--- src/rtl/sdq_pkg.sv ---
package sdq_pkg;
  typedef enum logic {
    SDQ_SQUELCHED = 1'b0,
    SDQ_DETECTED  = 1'b1
  } sdq_state_e;
endpackage

--- src/rtl/sdq_pulse_qual.sv ---
module sdq_pulse_qual #(
  parameter int QUAL_WIN = 8
) (
  input  logic clk,
  input  logic rst_n,
  input  logic pulse_vld,
  input  logic hold,
  output logic qualify
);
  localparam int AW = $clog2(QUAL_WIN + 1);
  localparam logic [AW-1:0] AGE_LAST = AW'(QUAL_WIN - 1);

  logic          armed_q, armed_d;
  logic [AW-1:0] age_q, age_d;
  logic          upd_en;

  assign qualify = pulse_vld & armed_q & ~hold;
  assign upd_en  = hold | pulse_vld | armed_q;

  always_comb begin
    armed_d = armed_q;
    age_d   = age_q;
    if (hold) begin
      armed_d = 1'b0;
      age_d   = '0;
    end else if (pulse_vld) begin
      armed_d = ~armed_q;
      age_d   = '0;
    end else if (armed_q) begin
      if (age_q == AGE_LAST) begin
        armed_d = 1'b0;
        age_d   = '0;
      end else begin
        age_d = age_q + 1'b1;
      end
    end
  end

  always_ff @(posedge clk or negedge rst_n) begin
    if (!rst_n) begin
      armed_q <= 1'b0;
      age_q   <= '0;
    end else if (upd_en) begin
      armed_q <= armed_d;
      age_q   <= age_d;
    end
  end
endmodule

--- src/rtl/sdq_act_timer.sv ---
module sdq_act_timer #(
  parameter int LOS_100_CYC = 150_000_000,
  parameter int MAN_WIN_CYC = 16
) (
  input  logic clk,
  input  logic rst_n,
  input  logic active,
  input  logic speed_100,
  input  logic pulse_vld,
  input  logic man_bit_vld,
  output logic expire
);
  localparam int LIM_MAX = (LOS_100_CYC > MAN_WIN_CYC) ? LOS_100_CYC : MAN_WIN_CYC;
  localparam int TW = $clog2(LIM_MAX + 1);
  localparam logic [TW-1:0] LOS_LAST = TW'(LOS_100_CYC - 1);
  localparam logic [TW-1:0] MAN_LAST = TW'(MAN_WIN_CYC - 1);

  logic [TW-1:0] cnt_q, cnt_d;
  logic          restart;
  logic          at_last;
  logic          cnt_en;

  assign restart = speed_100 ? pulse_vld : man_bit_vld;
  assign at_last = speed_100 ? (cnt_q == LOS_LAST) : (cnt_q == MAN_LAST);
  assign expire  = active & ~restart & at_last;
  assign cnt_en  = active | (cnt_q != '0);

  always_comb begin
    if (!active || restart || at_last) cnt_d = '0;
    else                               cnt_d = cnt_q + 1'b1;
  end

  always_ff @(posedge clk or negedge rst_n) begin
    if (!rst_n)      cnt_q <= '0;
    else if (cnt_en) cnt_q <= cnt_d;
  end
endmodule

--- src/rtl/sdq_ctrl.sv ---
module sdq_ctrl
  import sdq_pkg::*;
(
  input  logic clk,
  input  logic rst_n,
  input  logic speed_100,
  input  logic qualify,
  input  logic expire,
  output logic mode_chg,
  output logic detected
);
  sdq_state_e state_q, state_d;
  logic       speed_q;

  assign mode_chg = speed_100 ^ speed_q;
  assign detected = (state_q == SDQ_DETECTED);

  always_comb begin
    state_d = state_q;
    if (mode_chg)
      state_d = SDQ_SQUELCHED;
    else if (state_q == SDQ_SQUELCHED && qualify)
      state_d = SDQ_DETECTED;
    else if (state_q == SDQ_DETECTED && expire)
      state_d = SDQ_SQUELCHED;
  end

  always_ff @(posedge clk or negedge rst_n) begin
    if (!rst_n) begin
      state_q <= SDQ_SQUELCHED;
      speed_q <= 1'b0;
    end else begin
      state_q <= state_d;
      speed_q <= speed_100;
    end
  end
endmodule

--- src/rtl/sigdet_qual.sv ---
module sigdet_qual #(
  parameter int QUAL_WIN    = 8,
  parameter int LOS_100_CYC = 150_000_000,
  parameter int MAN_WIN_CYC = 16
) (
  input  logic clk,
  input  logic rst_n,
  input  logic pulse_vld,
  input  logic speed_100,
  input  logic man_bit_vld,
  output logic sig_det,
  output logic thr_low,
  output logic cdr_use_rx
);
  logic qualify;
  logic expire;
  logic mode_chg;
  logic detected;
  logic hold;

  assign hold = detected | mode_chg;

  sdq_pulse_qual #(.QUAL_WIN(QUAL_WIN)) u_qual (
    .clk       (clk),
    .rst_n     (rst_n),
    .pulse_vld (pulse_vld),
    .hold      (hold),
    .qualify   (qualify)
  );

  sdq_act_timer #(.LOS_100_CYC(LOS_100_CYC), .MAN_WIN_CYC(MAN_WIN_CYC)) u_timer (
    .clk         (clk),
    .rst_n       (rst_n),
    .active      (detected & ~mode_chg),
    .speed_100   (speed_100),
    .pulse_vld   (pulse_vld),
    .man_bit_vld (man_bit_vld),
    .expire      (expire)
  );

  sdq_ctrl u_ctrl (
    .clk       (clk),
    .rst_n     (rst_n),
    .speed_100 (speed_100),
    .qualify   (qualify),
    .expire    (expire),
    .mode_chg  (mode_chg),
    .detected  (detected)
  );

  assign sig_det    = detected;
  assign thr_low    = detected;
  assign cdr_use_rx = detected;
endmodule

--- config.mk ---
export PLATFORM = sky130hd
export DESIGN_NAME = sigdet_qual
export DESIGN_NICKNAME = d
export VERILOG_FILES = /design/src/rtl/sdq_pkg.sv /design/src/rtl/sdq_pulse_qual.sv /design/src/rtl/sdq_act_timer.sv /design/src/rtl/sdq_ctrl.sv /design/src/rtl/sigdet_qual.sv
export SDC_FILE = /design/constraint.sdc
export NUM_CORES = 1
export LEC_CHECK = 0
export BUFFER_PORTS_ARGS = -buffer_cell sky130_fd_sc_hd__buf_4
export CELL_PAD_IN_SITES_DETAIL_PLACEMENT = 0
export CELL_PAD_IN_SITES_GLOBAL_PLACEMENT = 2
export CORE_ASPECT_RATIO = 0.8
export CORE_UTILIZATION = 36
export DETAILED_ROUTE_END_ITERATION = 6
export PLACE_DENSITY = 0.73
export SLEW_MARGIN = 20
export SYNTH_ARGS = -nofsm -noshare
export SYNTH_HDL_FRONTEND = slang
export SYNTH_HIERARCHICAL = 1
export SYNTH_SLANG_ARGS = --single-unit
export TNS_END_PERCENT = 50
--- constraint.sdc ---
create_clock -name clk -period 2.45 [get_ports clk]
set_input_delay 0.1225 -clock clk [delete_from_list [all_inputs] [get_ports clk]]
set_output_delay 0.1225 -clock clk [all_outputs]
set_load 0.01 [all_outputs]
-- After elaboration in Yosys (flattened, before gate mapping)
Index checks and enable logic that the tools add are counted.
- output and inout port bits: 3
- register bits: 35
- input bits: 5
- muxes and demuxes: 14
- equality and inequality tests: 3
- add/sub/neg operators: 2
- bitwise logic cells: 15
- reduce and logical (&&, ||, !) cells: 9
- operators with widths (kind ; number):
    adder 28 x 1 -> 28 bit, second input constant ; 1
    equality test 28 bit, second input constant ; 1
    equality test 28 x 4 -> 1 bit, second input constant ; 1
    two-way mux 28 bit ; 1
    nonzero test 28 bit ; 1
    two-way mux 4 bit ; 4
    two-way mux 1 bit ; 9
    nonzero test 3 bit ; 2
    bitwise AND 1 bit ; 5
    inverter 1 bit ; 5
    adder 4 x 1 -> 4 bit, second input constant ; 1
    equality test 4 x 3 -> 1 bit, second input constant ; 1
    OR 1 bit ; 4
    logical AND 1 bit ; 2
    logical OR 1 bit ; 2
    AND reduction 2 bit ; 1
    logical NOT 1 bit ; 1
    bitwise XOR 1 bit ; 1

-- Longest topological paths before layout
Gate-level depths: netlist (run 1).
- depth in word-level cells: 9
- depth in mapped cells: 8

-- By module
Netlist (run 1), hierarchy kept.
- by module, submodules not included (module ; cells an instance ; area an instance (µm²) ; instances):
    sdq_act_timer ; 168 ; 1596.5 ; 1
    sdq_pulse_qual ; 26 ; 287.8 ; 1
    sdq_ctrl ; 6 ; 81.3 ; 1
    sigdet_qual ; 4 ; 30.0 ; 1

-- Least setup slack after synthesis (run 1)
OpenSTA, ideal clock, no wires.
- path kind: flip-flop to flip-flop
- start point: reg u_ctrl.speed_q
- end point: reg u_timer.cnt_q[21]
- data arrival time: 2.281 ns
- clock period less this slack: 2.350 ns
- setup time: 0.069 ns
- stages on the path, launching flop included: 9
- path slack: 0.100 ns
- path through: dfrtp_1 -> xor2_1 -> and2b_2 -> or4b_1 -> or4_4 -> nor4_4 -> a21oi_2 -> buf_6 -> nor2_2
- cells in the longest elaborated chain, start to end: 7
- elaborated cells on any way between the ends: 8
- ends and longest elaborated chain (what ; line ; RTL):
    start: declaration ; sdq_ctrl.sv:13 ; logic speed_q;
    start signal: assignment ; sdq_ctrl.sv:34 ; speed_q <= speed_100;
    bitwise XOR 1 bit * ; sdq_ctrl.sv:15 ; assign mode_chg = speed_100 ^ speed_q;
    named net mode_chg ; sigdet_qual.sv:17 ; logic mode_chg;
    inverter 1 bit * ; sigdet_qual.sv:34 ; .active (detected & ~mode_chg),
    bitwise AND 1 bit * ; sigdet_qual.sv:34 ;
    logical NOT 1 bit ; sdq_act_timer.sv:29 ; if (!active || restart || at_last) cnt_d = '0;
    logical OR 1 bit (2 in series) ; sdq_act_timer.sv:29 ;
    two-way mux 28 bit ; sdq_act_timer.sv:29 ;
    end signal: assignment ; sdq_act_timer.sv:35 ; else if (cnt_en) cnt_q <= cnt_d;
    end: declaration ; sdq_act_timer.sv:18 ; logic [TW-1:0] cnt_q, cnt_d;
The timed path passes the listed nets; every way through them passes the cells marked *.
A chain may end at the register's enable or synchronous reset.

-- Worst setup path in the final report (run 1)
- start point: reg u_ctrl.speed_q
- end point: reg u_timer.cnt_q[2]
The elaborated chain is that of the path after synthesis.

==> summary.md, run 1 <==
| Metric | Value |
|---|---|
| Run status | finished, final reports clean |
| Hold Vio Cnt, Final | 0 |
| Syn nets | 212 |
| Slew HR | 0.672 |
| Initial Util | 0.385 |
| Leakage | 0.000928 µW |
| Flops & latches, synth | 35 |
| Worst-case reg-to-reg path depth | 8 |
| Worst hold start | pulse_vld |
| R2R Setup Slk | 0.06 ns |
| Total CTS buffers | 5 |
| Crit path max-delay cell type | or4b_1 |
| Final Wtd Congestion | 0.769 |
| Reg-to-reg startpoint | u_ctrl/speed_q |
| Synth Instances | 204 |
| # setup viols final | 0 |
| WP buf/inv | 1 |
| Initial antenna violation count | 0 |
| IO Pins | 8 |
| CTS H-tree lvls | 2 |
| Total number of vias | 1504 |
| Worst hold path type | in2reg |
| Vias in the first global route | 1455 |
| Routed len/inst | 14.7 µm |
| Synth cell types | 41 |
| Dpl ws | 0.0705 ns |
| Pre-Repair DR Iteration Count | 4 |
| I/O Buffers | 7 |
| Drt drc | 0 |
| CP max stage delay | 0.47 ns |
| WHS Path Cells | 3 |
| Worst hold endpoint | u_qual/armed_q |
| FFs w/ async S/R, synth | 1.00 |
| Critical Path AT | 2.60 ns |
| Synthesized area | 2000 µm² |
| Critical path's top delay family | simple AND/OR/NAND/NOR gates |
| First-pass GRT wire length | 7250 µm |
| CTS tree | done |
| CP Capture Type | register |
| Drt total wl | 4180 µm |
| Max-slew violations | 0 |
| Maximum fanout along the worst path | 26 |
| Std cell rows | 23 |
| Grt total ovfl | 0 |
| RR Endpoint | u_timer/cnt_q[2] |
| Layout Cells excl Fill | 284 |
| Largest net degree at the start of global routing | 36 |
| Root Driver | clkbuf_8 |
| Setup total negative slack | 0 ns |
| GRT Total Usage | 0.166 |
| Final #Nets | 229 |
| Final ANT Viol Nets | 0 |
| Mean Syn Cell Area | 9.78 µm² |
| Worst skew pair latency | 0.29 ns |
| Worst-margin pin slew | 0.490 ns |
| Core Box Area | 5180 µm² |
| Drt via density | 5.30 |
| Final Critical Period | 2.39 ns |
| Peak Freq | 0.419 GHz |
| Die width | 85.2 µm |
| Final period util | 0.974 |
| Total power | 1400 µW |
| Cells after DPL | 274 |
| Post-synthesis sequential area ratio | 0.439 |
| Die area | 5850 µm² |
| Most common flop cell mapped by yosys | dfrtp_1 |
| Antenna fix cells | 0 |
| Crit Path Category | reg2reg |
| Skew final | 0.00427 ns |
| EDFF count, synth | 0 |
| Area Growth Syn to Fin | 13.5% |
| Worst EP required | 2.67 ns |
| Maxcap violations | 0 |
| Die Y | 68.6 µm |
| Clock sinks | 35 |
| Initial DRC Count | 67 |
| Worst vdd ir | 0.250 mV |
| Yosys warns | 6 |
| Final setup margin | 0.0647 ns |
| Reg clk slew, reported paths | 0.07 ns |
| Cell Chain, Critical Path | xor2_1, and2b_2, or4b_1, or4_4, nor4_4, a21oi_2, buf_12, a21oi_1 |
| RSZ-0062 raised after global routing | yes |
| Crit start category | register |
| Pwr Density | 617 nW/µm² |
| Hpwl dp | 2990 µm |
| Layout cells sized above 1 | 0.230 |
| Longest Clk Path Bufs | 2 |
| Hold slack final | 0.153 ns |
==> routing by layer <==
metal,global-route usage,vias up,part of all wire
li1,-,738,-
met1,0.237,743,0.55
met2,0.244,16,0.41
met3,0.0393,7,0.029
met4,0.0636,0,0.014
met5,0,-,0
==> worst min-delay path, cell delays in order <==
cell and delay, ns:
buf_4 0.13, xnor2_1 0.12, nor3_1 0.04
==> flip-flops by register name, indices dropped and copies added, names as in the netlist <==
signal / count
u_ctrl/speed_q: 1
u_qual/armed_q: 1
u_ctrl/detected: 1
u_qual/age_q: 4
u_timer/cnt_q: 28
==> stage by stage <==
step	area [µm²]	util
after floorplan	2000	-
after global placement	2150	0.414
after detailed placement	2150	0.414
after CTS	2270	0.437
after global routing	2270	0.437
final	2270	0.437
==> placed cells by master (no fill, tap or decap), drive strengths merged <==
cell,synthesis,final
nor4bb,1,1
nand4,5,5
clkbuf,2,8
mux2,1,1
nand2b,2,2
inv,8,8
ha,3,3
nor2,38,38
and4,2,2
a21oi,4,4
mux2i,2,2
o211ai,1,1
nor4,10,10
a32o,1,1
a21bo,1,1
or4b,1,1
nand3b,1,1
o22ai,1,1
and4bb,1,1
or3b,1,1
nand2,12,12
buf,5,15
xor2,4,4
or2b,1,1
and2,2,2
nand3,13,13
or4,9,9
nor3b,1,1
and2b,1,1
or2,2,2
dfrtp,35,35
and3,1,1
dlygate4sd3,0,2
xnor2,23,23
nor3,9,9
==> Yosys cell counts (all sizes together) (2+ instances only) <==
cell type | count | area [µm²]
nand4 | 5 | 31.3
dfrtp | 35 | 876
nand2 | 12 | 45.0
xor2 | 4 | 35.0
and2 | 2 | 12.5
nor2 | 38 | 193
inv | 8 | 30.0
a21oi | 4 | 27.5
nor3 | 9 | 45.0
and4 | 2 | 17.5
nand2b | 2 | 12.5
xnor2 | 23 | 201
ha | 3 | 37.5
nor4 | 10 | 83.8
buf | 5 | 45.0
or2 | 2 | 15.0
or4 | 9 | 71.3
nand3 | 13 | 65.1
mux2i | 2 | 20.0
clkbuf | 2 | 7.51
==> kinds of logic after synthesis <==
logic type | after synthesis | share of synthesized area
multiplexers | 3 | 0.0157
AND/OR/NAND/NOR | 113 | 0.336
buffers and inverters | 15 | 0.0414
XOR/XNOR | 27 | 0.118
adder cells (fa/ha/maj) | 3 | 0.0188
AO/OA/AOI/OAI | 8 | 0.0307
flip-flops | 35 | 0.439
==> how the worst max path moves through the flow <==
stage | start | to | slack [ns] | cells after the start
floorplan | u_ctrl/speed_q | u_timer/cnt_q[21] | 0.10 | 8
global placement | u_ctrl/speed_q | u_timer/cnt_q[2] | 0.15 | 8
detailed placement | u_ctrl/speed_q | u_timer/cnt_q[2] | 0.07 | 8
CTS | u_ctrl/speed_q | u_timer/cnt_q[2] | 0.05 | 8
global route | u_ctrl/speed_q | u_timer/cnt_q[11] | -0.06 | 8
finish | u_ctrl/speed_q | u_timer/cnt_q[2] | 0.06 | 8
==> report_power, final <==
group	leakage, µW	internal (µW)	switching (µW)
Clock	0.0000515	257	213
Combinational	0.000392	122	192
Sequential	0.000485	593	22.3
==> final cells by class <==
| type | count | area [µm²] |
|---|---|---|
| clock buffers | 8 | 100 |
| repair buffers | 17 | 145 |
| multi-input cells | 154 | 1040 |
| fillers | 504 | 2910 |
| flip-flops and latches | 35 | 876 |
| well taps | 62 | 77.6 |
| inverters | 8 | 30.0 |
==> what timing repair did <==
item,in CTS,in global routing
endpoints found under the setup margin,0,26
hold buffers,2,0
hold endpoints to repair,36,0
resized for setup,0,0
buffers inserted,0,0
Note: power is estimated with default switching activity, not from simulation.
==> inputs of run 2 (changes only) <==
Settings changed: ABC_AREA set to 0, CORE_UTILIZATION 36 to 35, PLACE_DENSITY 0.73 to 0.72, SYNTH_HIERARCHICAL 1 to not set.
==> run 2 against run 1 <==
Effect of this change:
- first-iteration DRC count grew 61%
- worst hold slack lost 0.12 ns
- area after synthesis shrank 3.3%
- clock skew grew 0.0034 ns
- clock power shrank 12%
- synthesized cell count shrank 1.5%
- sequential share of layout area grew 2.5 points
- total power shrank 11%
- setup slack gained 0.24 ns
- sequential power grew 0.7%
- largest power group unchanged
==> summary.md, run 2 <==
| Metric | Value |
|---|---|
| Worst vdd ir | 0.333 mV (was 0.250 mV) |
| Clock sinks | 35 (unchanged) |
| Reg clk slew, reported paths | 0.07 ns (about the same) |
| Worst EP required | 2.61 ns (was 2.67 ns) |
| Flops & latches, synth | 35 (unchanged) |
| Initial antenna violation count | 0 (unchanged) |
| Peak Freq | 0.466 GHz (was 0.419 GHz) |
| Grt total ovfl | 0 (unchanged) |
| Worst-case reg-to-reg path depth | 6 (was 8) |
| Run status | finished, final reports clean (unchanged) |
| Crit path max-delay cell type | or4_1 (was or4b_1) |
| Power Internal | 868 µW (was 972 µW) |
| RR Endpoint | u_timer.cnt_q[25] (was u_timer/cnt_q[2]) |
| Final Wtd Congestion | 0.742 (was 0.769) |
| Antenna fix cells | 0 (unchanged) |
| CTS tree | done (unchanged) |
| Total number of vias | 1449 (was 1504) |
| Skew final | 0.00768 ns (was 0.00427 ns) |
| Sw Ratio | 0.304 (was 0.305) |
| Final Critical Period | 2.14 ns (was 2.39 ns) |
| R2R Setup Slk | 0.31 ns (was 0.06 ns) |
| CTS H-tree lvls | 2 (unchanged) |
| Clock power frac | 0.330 (was 0.336) |
| Share of Yosys cell area claimed by the top area cell type | 0.454 (was 0.439) |
| Setup total negative slack | 0 ns (unchanged) |
| Maximum fanout along the worst path | 23 (was 26) |
| Initial Util | 0.375 (was 0.385) |
| Die width | 85.0 µm (was 85.2 µm) |
| GRT Total Usage | 0.171 (was 0.166) |
| Layout cells sized above 1 | 0.131 (was 0.230) |
| Final period util | 0.875 (was 0.974) |
| Max-slew violations | 0 (unchanged) |
| Maxcap violations | 0 (unchanged) |
| FFs w/ async S/R, synth | 1.00 (unchanged) |
| Synth cell types | 38 (was 41) |
| Final #Nets | 220 (was 229) |
| Root Driver | clkbuf_8 (unchanged) |
| CP Depth | 6 (was 8) |
| Total CTS buffers | 5 (unchanged) |
| Initial DRC Count | 108 (was 67) |
| Most frequent cells in the layout | dfrtp_1 (35), nor2_1 (32), xnor2_1 (19), nand2_1 (16) (was dfrtp_1 (35), xnor2_1 (23), nor2_2 (20), nor2_1 (18), buf_4 (14)) |
| Vias in the first global route | 1521 (was 1455) |
| Largest net degree at the start of global routing | 36 (unchanged) |
| Max reg flops | 28 (unchanged) |
| Die area | 5820 µm² (was 5850 µm²) |
| Pre-Repair DR Iteration Count | 4 (unchanged) |
| Pwr Density | 586 nW/µm² (was 617 nW/µm²) |
| First-pass GRT wire length | 7450 µm (was 7250 µm) |
| Crit Path Category | reg2reg (unchanged) |
| Synth Instances | 201 (was 204) |
| WP buf/inv | 1 (unchanged) |
| Critical Path AT | 2.31 ns (was 2.60 ns) |
| Cell Chain, Critical Path | or4_1, o31a_1, a211o_4, a21oi_4, buf_4, nor2_1 (was xor2_1, and2b_2, or4b_1, or4_4, nor4_4, a21oi_2, buf_12, a21oi_1) |
| Drt drc | 0 (unchanged) |
| Fin util | 0.414 (was 0.437) |
| Most common flop cell mapped by yosys | dfrtp_1 (unchanged) |
| Most Crowded Layer GR | met2 (unchanged) |
| Reg power frac | 0.496 (was 0.440) |
| Final ANT Viol Nets | 0 (unchanged) |
| Met1 usage | 0.238 (was 0.237) |
| I/O Buffers | 7 (unchanged) |
| Synth top cells by count | dfrtp_1 (35), nor2_1 (32), xnor2_1 (19) (was dfrtp_1 (35), xnor2_1 (23), nor2_2 (20)) |
| RSZ-0062 raised after global routing | no (was yes) |
| WHS Path Cells | 1 (was 3) |
| Most frequent cell after synthesis | dfrtp_1 (unchanged) |
| CP endpoint | u_timer.cnt_q[25] (was u_timer/cnt_q[2]) |
| Post-CTS Resized | 0 (unchanged) |
| # setup viols final | 0 (unchanged) |
| EDFF count, synth | 0 (unchanged) |
| Reg-to-reg startpoint | u_timer.cnt_q[6] (was u_ctrl/speed_q) |
| Crit start category | register (unchanged) |
| M2 GR Usage | 0.262 (was 0.244) |
| Die Y | 68.4 µm (was 68.6 µm) |
| IO Pins | 8 (unchanged) |
| Routed len/inst | 15.3 µm (was 14.7 µm) |
| Hpwl dp | 3010 µm (was 2990 µm) |
| Post-synthesis sequential area ratio | 0.454 (was 0.439) |
| Hold slack final | 0.0299 ns (was 0.153 ns) |
| Core Box Area | 5150 µm² (was 5180 µm²) |
| Biggest registers after layout | u_timer.cnt_q x28, u_qual.age_q x4 (was u_timer/cnt_q x28, u_qual/age_q x4) |
| Yosys warns | 0 (was 6) |
| Syn nets | 209 (was 212) |
| Area leader, netlist | dfrtp_1 (unchanged) |
| Longest Clk Path Bufs | 2 (unchanged) |
| Worst setup startpoint | u_timer.cnt_q[6] (was u_ctrl/speed_q) |
| Hold Vio Cnt, Final | 0 (unchanged) |
| Mean Syn Cell Area | 9.60 µm² (was 9.78 µm²) |
| Most common cell after layout, fill and taps aside | dfrtp_1 (unchanged) |
| Area after DPL | 2040 µm² (was 2150 µm²) |
| Slew HR | 0.655 (was 0.672) |
| Biggest register | u_timer.cnt_q (was u_timer/cnt_q) |
| Std cell rows | 23 (unchanged) |
| Worst-margin pin slew | 0.515 ns (was 0.490 ns) |
| Psw | 379 µW (was 427 µW) |
| Critical path's top delay family | simple AND/OR/NAND/NOR gates (unchanged) |
| Global routing usage on met3 | 0.0362 (was 0.0393) |
| Worst skew pair latency | 0.29 ns (about the same) |
| Leakage | 0.000860 µW (was 0.000928 µW) |
| Comb pwr share | 0.174 (was 0.224) |
| Ranking of synthesized cells by area | dfrtp_1 (45%), xnor2_1 (8.6%), nor2_1 (6.2%) (was dfrtp_1 (44%), xnor2_1 (10%), nor2_2 (6.3%)) |
| Area Growth Syn to Fin | 10.4% (was 13.5%) |
| CP Capture Type | register (unchanged) |
| Drt total wl | 4200 µm (was 4180 µm) |
| Worst hold path type | in2reg (unchanged) |
| Cell area after layout | 2130 µm² (was 2270 µm²) |
| Synthesized area | 1930 µm² (was 2000 µm²) |
| CP max stage delay | 0.55 ns (was 0.47 ns) |
| Drt via density | 5.27 (was 5.30) |
[run 2: cell count changes after synthesis, sizes merged, moves of 3 or more]
| cell | delta |
|---|---|
| or4 | -8 |
| nor2 | -6 |
| nand2 | +4 |
| xnor2 | -4 |
| xor2 | +4 |
| inv | -3 |
| nand4 | +3 |
| nor4 | +3 |
[run 2: final cells by class]
| cell class | count | area (µm²) |
|---|---|---|
| fillers | 516 | 3020 |
| multi-input cells | 151 | 966 |
| repair buffers | 14 | 108 |
| inverters | 5 | 18.8 |
| well taps | 62 | 77.6 |
| clock inverters | 2 | 12.5 |
| flip-flops and latches | 35 | 876 |
| clock buffers | 6 | 72.6 |
[run 2: repair_timing]
| action | 4_1_cts | 5_1_grt |
|---|---|---|
| buffers inserted | 0 | 0 |
| hold buffers | 1 | 0 |
| setup endpoints to repair | 0 | 0 |
| hold endpoints to repair | 35 | 0 |
[run 2: worst min-delay path by stage]
stage | start | end
floorplan | rst_n | u_ctrl.detected
global placement | rst_n | u_qual.age_q[2]
detailed placement | rst_n | u_qual.age_q[3]
CTS | speed_100 | u_ctrl.speed_q
global route | speed_100 | u_ctrl.speed_q
finish | speed_100 | u_ctrl.speed_q
[run 2: metal layers]
metal | vias up | part of all wire | wire [µm]
met4 | 0 | 0.0083 | 35
li1 | 717 | - | -
met5 | - | 0 | 0
met1 | 707 | 0.53 | 2230
met2 | 21 | 0.43 | 1800
met3 | 4 | 0.030 | 128
[run 2: power groups by stage]
stage,Sequential [µW],Clock [µW],Combinational [µW]
6_report,619,412,217
5_1_grt,623,457,247
4_1_cts,619,429,223
3_5_place_dp,630,0,221
3_3_place_gp,627,0,214
2_1_floorplan,624,0,166
[run 2: metrics by stage]
stage | total power [µW] | setup WS, ns | std cells
3_5_place_dp | 851 | 0.315 | 266
4_1_cts | 1270 | 0.298 | 275
3_3_place_gp | 841 | 0.382 | 266
5_1_grt | 1330 | 0.195 | 275
2_1_floorplan | 790 | 0.496 | 201
6_report | 1250 | 0.306 | 275
[run 2: cell families (layout without fill, tap and decap cells)]
family | after synthesis | in the layout | synth area share
adders and majority gates | 3 | 3 | 0.0194
AOI/OAI and AO/OA | 12 | 12 | 0.0635
DFF | 35 | 35 | 0.454
and+or+nand+nor | 106 | 106 | 0.278
muxes | 3 | 3 | 0.0168
buffers and inverters | 15 | 27 | 0.0460
xor gates and xnor gates | 27 | 27 | 0.122
